==> src/rtl/pci_par_pkg.sv <==
package pci_par_pkg;

    typedef enum logic [0:0] {
        CK_IDLE = 1'b0,
        CK_PEND = 1'b1
    } chk_state_t;

endpackage

==> src/rtl/pci_par_gen.sv <==
module pci_par_gen #(
    parameter int AD_W  = 32,
    parameter int CBE_W = 4
) (
    input  logic             clk,
    input  logic             rst_n,
    input  logic [AD_W-1:0]  ad_in,
    input  logic [CBE_W-1:0] cbe_in,
    input  logic             ad_oe,
    input  logic             addr_phase,
    input  logic             is_initiator,
    input  logic             is_write,
    output logic             par_now,
    output logic             par_out,
    output logic             par_oe
);
    localparam int LANE_W = 8;
    localparam int N_LANE = (AD_W + LANE_W - 1) / LANE_W;
    localparam int PAD_W  = N_LANE * LANE_W;

    logic [PAD_W-1:0]  ad_pad;
    logic [N_LANE-1:0] lane_par;
    logic              drive_ok;

    assign ad_pad = PAD_W'(ad_in);

    // one parity bit per byte lane, then fold the lanes and the command bits
    for (genvar g = 0; g < N_LANE; g++) begin : g_lane
        assign lane_par[g] = ^ad_pad[g*LANE_W +: LANE_W];
    end

    assign par_now = (^lane_par) ^ (^cbe_in);

    always_comb begin
        unique case (addr_phase)
            1'b1:    drive_ok = is_initiator;
            default: drive_ok = (is_initiator == is_write);
        endcase
    end

    always_ff @(posedge clk or negedge rst_n) begin
        if (!rst_n) begin
            par_out <= 1'b0;
            par_oe  <= 1'b0;
        end else begin
            par_out <= par_now;
            par_oe  <= ad_oe && drive_ok;
        end
    end
endmodule

==> src/rtl/pci_par_chk.sv <==
module pci_par_chk
    import pci_par_pkg::*;
(
    input  logic clk,
    input  logic rst_n,
    input  logic par_now,
    input  logic addr_phase,
    input  logic is_initiator,
    input  logic is_write,
    input  logic irdy_n,
    input  logic trdy_n,
    input  logic par_in,
    output logic err_evt,
    output logic perr_out_n
);
    chk_state_t state_q, state_d;
    logic       exp_q;
    logic       capture;

    assign capture = !addr_phase && !is_initiator && is_write && !irdy_n && !trdy_n;

    // state register
    always_ff @(posedge clk or negedge rst_n) begin
        if (!rst_n) begin
            state_q <= CK_IDLE;
            exp_q   <= 1'b0;
        end else begin
            state_q <= state_d;
            if (capture) exp_q <= par_now;
        end
    end

    // next state: capture / drain
    always_comb begin
        unique case (state_q)
            CK_IDLE: state_d = capture ? CK_PEND : CK_IDLE;
            CK_PEND: state_d = capture ? CK_PEND : CK_IDLE;
            default: state_d = CK_IDLE;
        endcase
    end

    // outputs
    always_comb begin
        unique case (state_q)
            CK_PEND: err_evt = (par_in != exp_q);
            default: err_evt = 1'b0;
        endcase
    end

    always_ff @(posedge clk or negedge rst_n) begin
        if (!rst_n) perr_out_n <= 1'b1;
        else        perr_out_n <= !err_evt;
    end
endmodule

==> src/rtl/pci_par_report.sv <==
module pci_par_report (
    input  logic clk,
    input  logic rst_n,
    input  logic err_evt,
    input  logic perr_in_n,
    input  logic stat_clr,
    input  logic nmi_en,
    input  logic smi_en,
    output logic par_err_stat,
    output logic nmi_req,
    output logic smi_req
);
    logic irq_pend_q;

    always_ff @(posedge clk or negedge rst_n) begin
        if (!rst_n) begin
            par_err_stat <= 1'b0;
            irq_pend_q   <= 1'b0;
        end else begin
            par_err_stat <= (par_err_stat && !stat_clr) || err_evt;
            irq_pend_q   <= (irq_pend_q && !stat_clr) || err_evt || !perr_in_n;
        end
    end

    assign nmi_req = irq_pend_q && nmi_en;
    assign smi_req = irq_pend_q && smi_en && !nmi_en;
endmodule

==> src/rtl/pci_parity_unit.sv <==
module pci_parity_unit #(
    parameter int AD_W  = 32,
    parameter int CBE_W = 4
) (
    input  logic             clk,
    input  logic             rst_n,
    input  logic [AD_W-1:0]  ad_in,
    input  logic [CBE_W-1:0] cbe_in,
    input  logic             ad_oe,
    input  logic             addr_phase,
    input  logic             is_initiator,
    input  logic             is_write,
    input  logic             irdy_n,
    input  logic             trdy_n,
    input  logic             par_in,
    input  logic             perr_in_n,
    input  logic             nmi_en,
    input  logic             smi_en,
    input  logic             stat_clr,
    output logic             par_out,
    output logic             par_oe,
    output logic             perr_out_n,
    output logic             par_err_stat,
    output logic             nmi_req,
    output logic             smi_req
);
    logic par_now;
    logic err_evt;

    pci_par_gen #(.AD_W(AD_W), .CBE_W(CBE_W)) u_gen (
        .clk          (clk),
        .rst_n        (rst_n),
        .ad_in        (ad_in),
        .cbe_in       (cbe_in),
        .ad_oe        (ad_oe),
        .addr_phase   (addr_phase),
        .is_initiator (is_initiator),
        .is_write     (is_write),
        .par_now      (par_now),
        .par_out      (par_out),
        .par_oe       (par_oe)
    );

    pci_par_chk u_chk (
        .clk          (clk),
        .rst_n        (rst_n),
        .par_now      (par_now),
        .addr_phase   (addr_phase),
        .is_initiator (is_initiator),
        .is_write     (is_write),
        .irdy_n       (irdy_n),
        .trdy_n       (trdy_n),
        .par_in       (par_in),
        .err_evt      (err_evt),
        .perr_out_n   (perr_out_n)
    );

    pci_par_report u_rep (
        .clk          (clk),
        .rst_n        (rst_n),
        .err_evt      (err_evt),
        .perr_in_n    (perr_in_n),
        .stat_clr     (stat_clr),
        .nmi_en       (nmi_en),
        .smi_en       (smi_en),
        .par_err_stat (par_err_stat),
        .nmi_req      (nmi_req),
        .smi_req      (smi_req)
    );
endmodule

==> config.mk <==
export PLATFORM = sky130hd
export DESIGN_NAME = pci_parity_unit
export DESIGN_NICKNAME = d
export VERILOG_FILES = /design/src/rtl/pci_par_pkg.sv /design/src/rtl/pci_par_gen.sv /design/src/rtl/pci_par_chk.sv /design/src/rtl/pci_par_report.sv /design/src/rtl/pci_parity_unit.sv
export SDC_FILE = /design/constraint.sdc
export NUM_CORES = 1
export LEC_CHECK = 0
export ABC_AREA = 1
export CELL_PAD_IN_SITES_DETAIL_PLACEMENT = 2
export CELL_PAD_IN_SITES_GLOBAL_PLACEMENT = 2
export CORE_UTILIZATION = 18
export DETAILED_ROUTE_END_ITERATION = 7
export PLACE_DENSITY = 0.9
export SETUP_SLACK_MARGIN = 0.02
export SKIP_CTS_REPAIR_TIMING = 1
export SLEW_MARGIN = 20
export SYNTH_ARGS = -nofsm -noshare
export SYNTH_HDL_FRONTEND = slang
export SYNTH_HIERARCHICAL = 1
export SYNTH_SLANG_ARGS = --single-unit
==> constraint.sdc <==
create_clock -name clk -period 1.1 [get_ports clk]
set_clock_uncertainty 0.05 [all_clocks]
set_input_delay 0.11 -clock clk [delete_from_list [all_inputs] [get_ports clk]]
set_output_delay 0.11 -clock clk [all_outputs]
set_load 0.03 [all_outputs]
Word-level counts from Yosys, hierarchy flattened
Index checks and enable logic that the tools add are counted.
{"block": "op_classes", "eq_ne": 2, "bitwise": 1, "muxes": 3, "reduce_logical": 27}
{"cell": "parity 8 bit", "n": 4}
{"cell": "logical AND 1 bit", "n": 10}
{"cell": "zero test 1 bit", "n": 8}
{"cell": "parity 4 bit", "n": 2}
{"cell": "logical OR 1 bit", "n": 3}
{"cell": "2-to-1 mux 1 bit", "n": 3}
{"cell": "equality test 1 bit", "n": 1}
{"cell": "inequality test 1 bit", "n": 1}
{"cell": "bitwise XOR 1 bit", "n": 1}
{"block": "totals", "elab_cells": 40, "output_inout_bits": 6, "reg_bits": 7, "in_bits": 49}

Depth between registers and ports, before layout
{"block": "depth", "depth_word": 6, "depth_mapped": 15}

By module
The synthesis kept the hierarchy.
{"mod": "pci_par_gen", "instances": 1, "area_per_inst_um2": 975.9, "cells_each": 229}
{"mod": "pci_par_chk", "instances": 1, "area_per_inst_um2": 150.1, "cells_each": 17}
{"mod": "pci_par_report", "instances": 1, "area_per_inst_um2": 95.1, "cells_each": 14}

Least setup slack after synthesis
No wires, ideal clock.
{"block": "synth_timing", "kind": "input -> register", "from": "input port ad_in[5]", "to": "register u_chk.exp_q", "required_ns": 0.933, "setup_time_ns": 0.117, "path_stages": 14, "path_buffers": 0, "slack_ns": -0.003, "arrival_time_ns": 0.936, "path_cell_list": "inv_1 > nand2_1 > nand2_1 > nand2_1 > nand2_2 > nand3_1 > nand2_2 > nand2_1 > nand2_1 > nand2_1 > nand3_1 > nand2_1 > nand4_1 > nand2_1"}
{"block": "synth_via", "elab_chain_cells": 3}
{"item": "from (decl)", "line": "pci_parity_unit.sv:7", "text": "input logic [AD_W-1:0] ad_in,"}
{"item": "parity 8 bit", "line": "pci_par_gen.sv:29", "text": "assign lane_par[g] = ^ad_pad[g*LANE_W +: LANE_W];"}
{"item": "parity 4 bit", "line": "pci_par_gen.sv:32", "text": "assign par_now = (^lane_par) ^ (^cbe_in);"}
{"item": "bitwise XOR 1 bit", "line": "pci_par_gen.sv:32"}
{"item": "net par_now", "line": "pci_parity_unit.sv:27", "text": "logic par_now;"}
{"item": "to (signal assigned)", "line": "pci_par_chk.sv:29", "text": "if (capture) exp_q <= par_now;"}
{"item": "to (decl)", "line": "pci_par_chk.sv:17", "text": "logic exp_q;"}
The timed path passes the listed nets, and every way through them passes these cells.
A chain may end at the register's enable or synchronous reset.

Worst setup path in the final report
{"block": "layout_timing", "from": "input port ad_in[6]", "to": "register u_chk.exp_q"}
Same word-level chain as after synthesis.

==> impl_metrics.tcl <==
set metrics [dict create \
    timing.final.crit_share_pct 106 \
    start_util_pct 18.9 \
    drt_iter0_drc 18 \
    setup-violations-final 1 \
    synth_compound_gate_area_share_pct 0.820 \
    ys_ff_latch 7 \
    worst_pin_slew_ps 316 \
    io_pins 55 \
    synth_top_family_by_area "simple AND/OR/NAND/NOR gates" \
    antenna_left 0 \
    status "finished with violations" \
    yosysSeqAreaShare_pct 14.4 \
    critical_path_class "input pin to register" \
    clk_pin_slew_worst_paths_ps 40 \
    power_leakage_nw 1.24 \
    grt_setup_unrepaired "true" \
    coreArea_mm2 0.00646 \
    nets 368 \
    avgRoutedWirePerCell_um 11.4 \
    cap_violations 0 \
    rr_worst_depth 4 \
    pwr_density_cell_mw_per_mm2 746 \
    rrSetupSlack_ps 150 \
    reg2reg_to "u_rep/irq_pend_q" \
    synth.distinct_cells 17 \
    fmax_mhz 860 \
    fin_total_pwr_mw 1.59 \
    mostFrequentLayoutCell "nand2_1" \
    endpoint "u_chk/exp_q" \
    syn2layout_area_growth_pct 74.3 \
    synth_cells 260 \
    cts_root_buffer "clkbuf_8" \
    grt_pass1_vias 1864 \
    holdWs_ps 98.8 \
    final_cell_mix "107 x nand2_1, 69 x nand2_2, 25 x inv_2" \
    track_usage_pct 11.9 \
    fill_cells 823 \
    slew_headroom_pct 78.9 \
    critical_path_arrival_ps 1270 \
    synth.avg_cell_area_um2 4.70 \
    die_h_um 84.4 \
    grt_pass1_wl_um 7150 \
    clk_path_buf_depth 2 \
    cts_sinks 7 \
    end_kind "register" \
    vias 1685 \
    drc_errors 6 \
    fin_util_pct 33.0 \
    syn-num-nets 309 \
    fp.dieW_um 84.4 \
    synth_xor_area_share_pct 2.87 \
    reg2reg_from "u_chk/exp_q" \
    cts_buffers 3 \
    violations "DRC, setup timing" \
    clock_latency_ps 220 \
    wl_um 4490 \
    netlist_area_mm2 0.00122 \
    grt_remaining_overflow 0 \
    hpwl_um 3850 \
    cp_data_required_time_ps 1210 \
    finalHoldViolCount 0 \
    path_max_fanout 3 \
    synth-adder-area-share_pct 0 \
    vias_per_cell 4.27 \
    grt_max_degree 8 \
    setup_ws_ps -63.5 \
    rows 29 \
    min_period_ps 1160 \
    slew_violations 0 \
    critPathLaunchType "input pin" \
    synth_mux_area_share_pct 0 \
    num_antenna_cells 0 \
    cts_tree "built" \
    cp-startpoint "ad_in[6]" \
    io_buffers 54 \
    drive_gt1_share_pct 52.2 \
    synthSimpleGateAreaFrac_pct 68.0 \
    dieArea_mm2 0.00712 \
    gp_congestion 0.740 \
    cts_max_level 1 \
    yosys_warnings 6 \
    ir_drop_mv 0.279 \
    min_path_type "input pin to asynchronous set/reset pin" \
    antenna_found_initial 0 \
    tns_ps -63.5 \
    first_pass_iters 8 \
]
## per-stage QoR
| step | setup slack (ps) | cells | instance area, um2 |
|---|---|---|---|
| after floorplan | 20.7 | 260 | 1240 |
| after global placement | -647 | 391 | 1860 |
| after detailed placement | -781 | 391 | 1860 |
| after CTS | -547 | 395 | 1910 |
| after global routing | -164 | 395 | 2130 |
| final | -63.5 | 395 | 2130 |
## worst max-delay path, cell delays in order
cell	delay [ps]
clkbuf_2	100
inv_2	70
nand2_1	60
nand2_2	90
nand2_2	60
nand2_2	80
inv_2	40
nand2_2	70
nand2_2	80
nand2_2	60
nand2_2	60
nand2_1	60
nand3b_1	80
nand2_2	70
nand4_1	80
nand2_1	80
## how the worst min path moves through the flow
stage | start | to | slack (ps) | depth (start not counted)
after floorplan | rst_n | u_chk/exp_q | -240 | 0
after global placement | rst_n | u_rep/par_err_stat | 340 | 1
final | rst_n | u_chk/exp_q | 100 | 1
after CTS | rst_n | u_rep/par_err_stat | 100 | 1
after global routing | rst_n | u_gen/par_out | 120 | 1
after detailed placement | rst_n | u_rep/par_err_stat | 340 | 1
## cells in the mapped netlist, drive strengths merged
library cell	count	area, um2
nand3	5	30.0
nand2	184	728
dfstp	1	26.3
xor2	2	17.5
xnor2	2	17.5
nand4	1	6.26
a21oi	1	5.00
dfrtp	6	150
nor2	11	58.8
o21ai	1	5.00
inv	45	169
nand3b	1	7.51
## cells by family (layout without fill, tap and decap cells)
| family | after synthesis | after routing |
|---|---|---|
| AOI/OAI and AO/OA | 2 | 2 |
| xor gates and xnor gates | 4 | 4 |
| buffers and inverters | 45 | 103 |
| DFF | 7 | 7 |
| and+or+nand+nor | 202 | 202 |
## registers in the layout (all words and copies together) (netlist names)
| signal | count |
|---|---|
| u_chk/exp_q | 1 |
| u_chk/perr_out_n | 1 |
| u_chk/state_q | 1 |
| u_gen/par_oe | 1 |
| u_gen/par_out | 1 |
| u_rep/irq_pend_q | 1 |
| u_rep/par_err_stat | 1 |
## cell type report
class / instances / area [um2] / share of cell area [%]
clock buffer: 4 / 45.0 / 2.12
inverter: 45 / 199 / 9.35
multi-input combinational: 208 / 1120 / 52.6
sequential: 7 / 176 / 8.29
tap: 77 / 96.3 / 4.53
timing repair buffer: 54 / 493 / 23.2
## per-layer routing
| metal | global-route usage (%) | share of wire (%) |
|---|---|---|
| met5 | 0 | 0 |
| met4 | 1.85 | 0 |
| met3 | 0.983 | 3.0 |
| met2 | 27.6 | 62 |
| met1 | 10.8 | 35 |
## where the power goes
| group | total, mW | switching (mW) | internal [mW] |
|---|---|---|---|
| Clock | 0.352 | 0.102 | 0.250 |
| Combinational | 0.927 | 0.537 | 0.390 |
| Sequential | 0.309 | 0.0196 | 0.289 |
No activity file was read; power rests on OpenSTA's default activity.
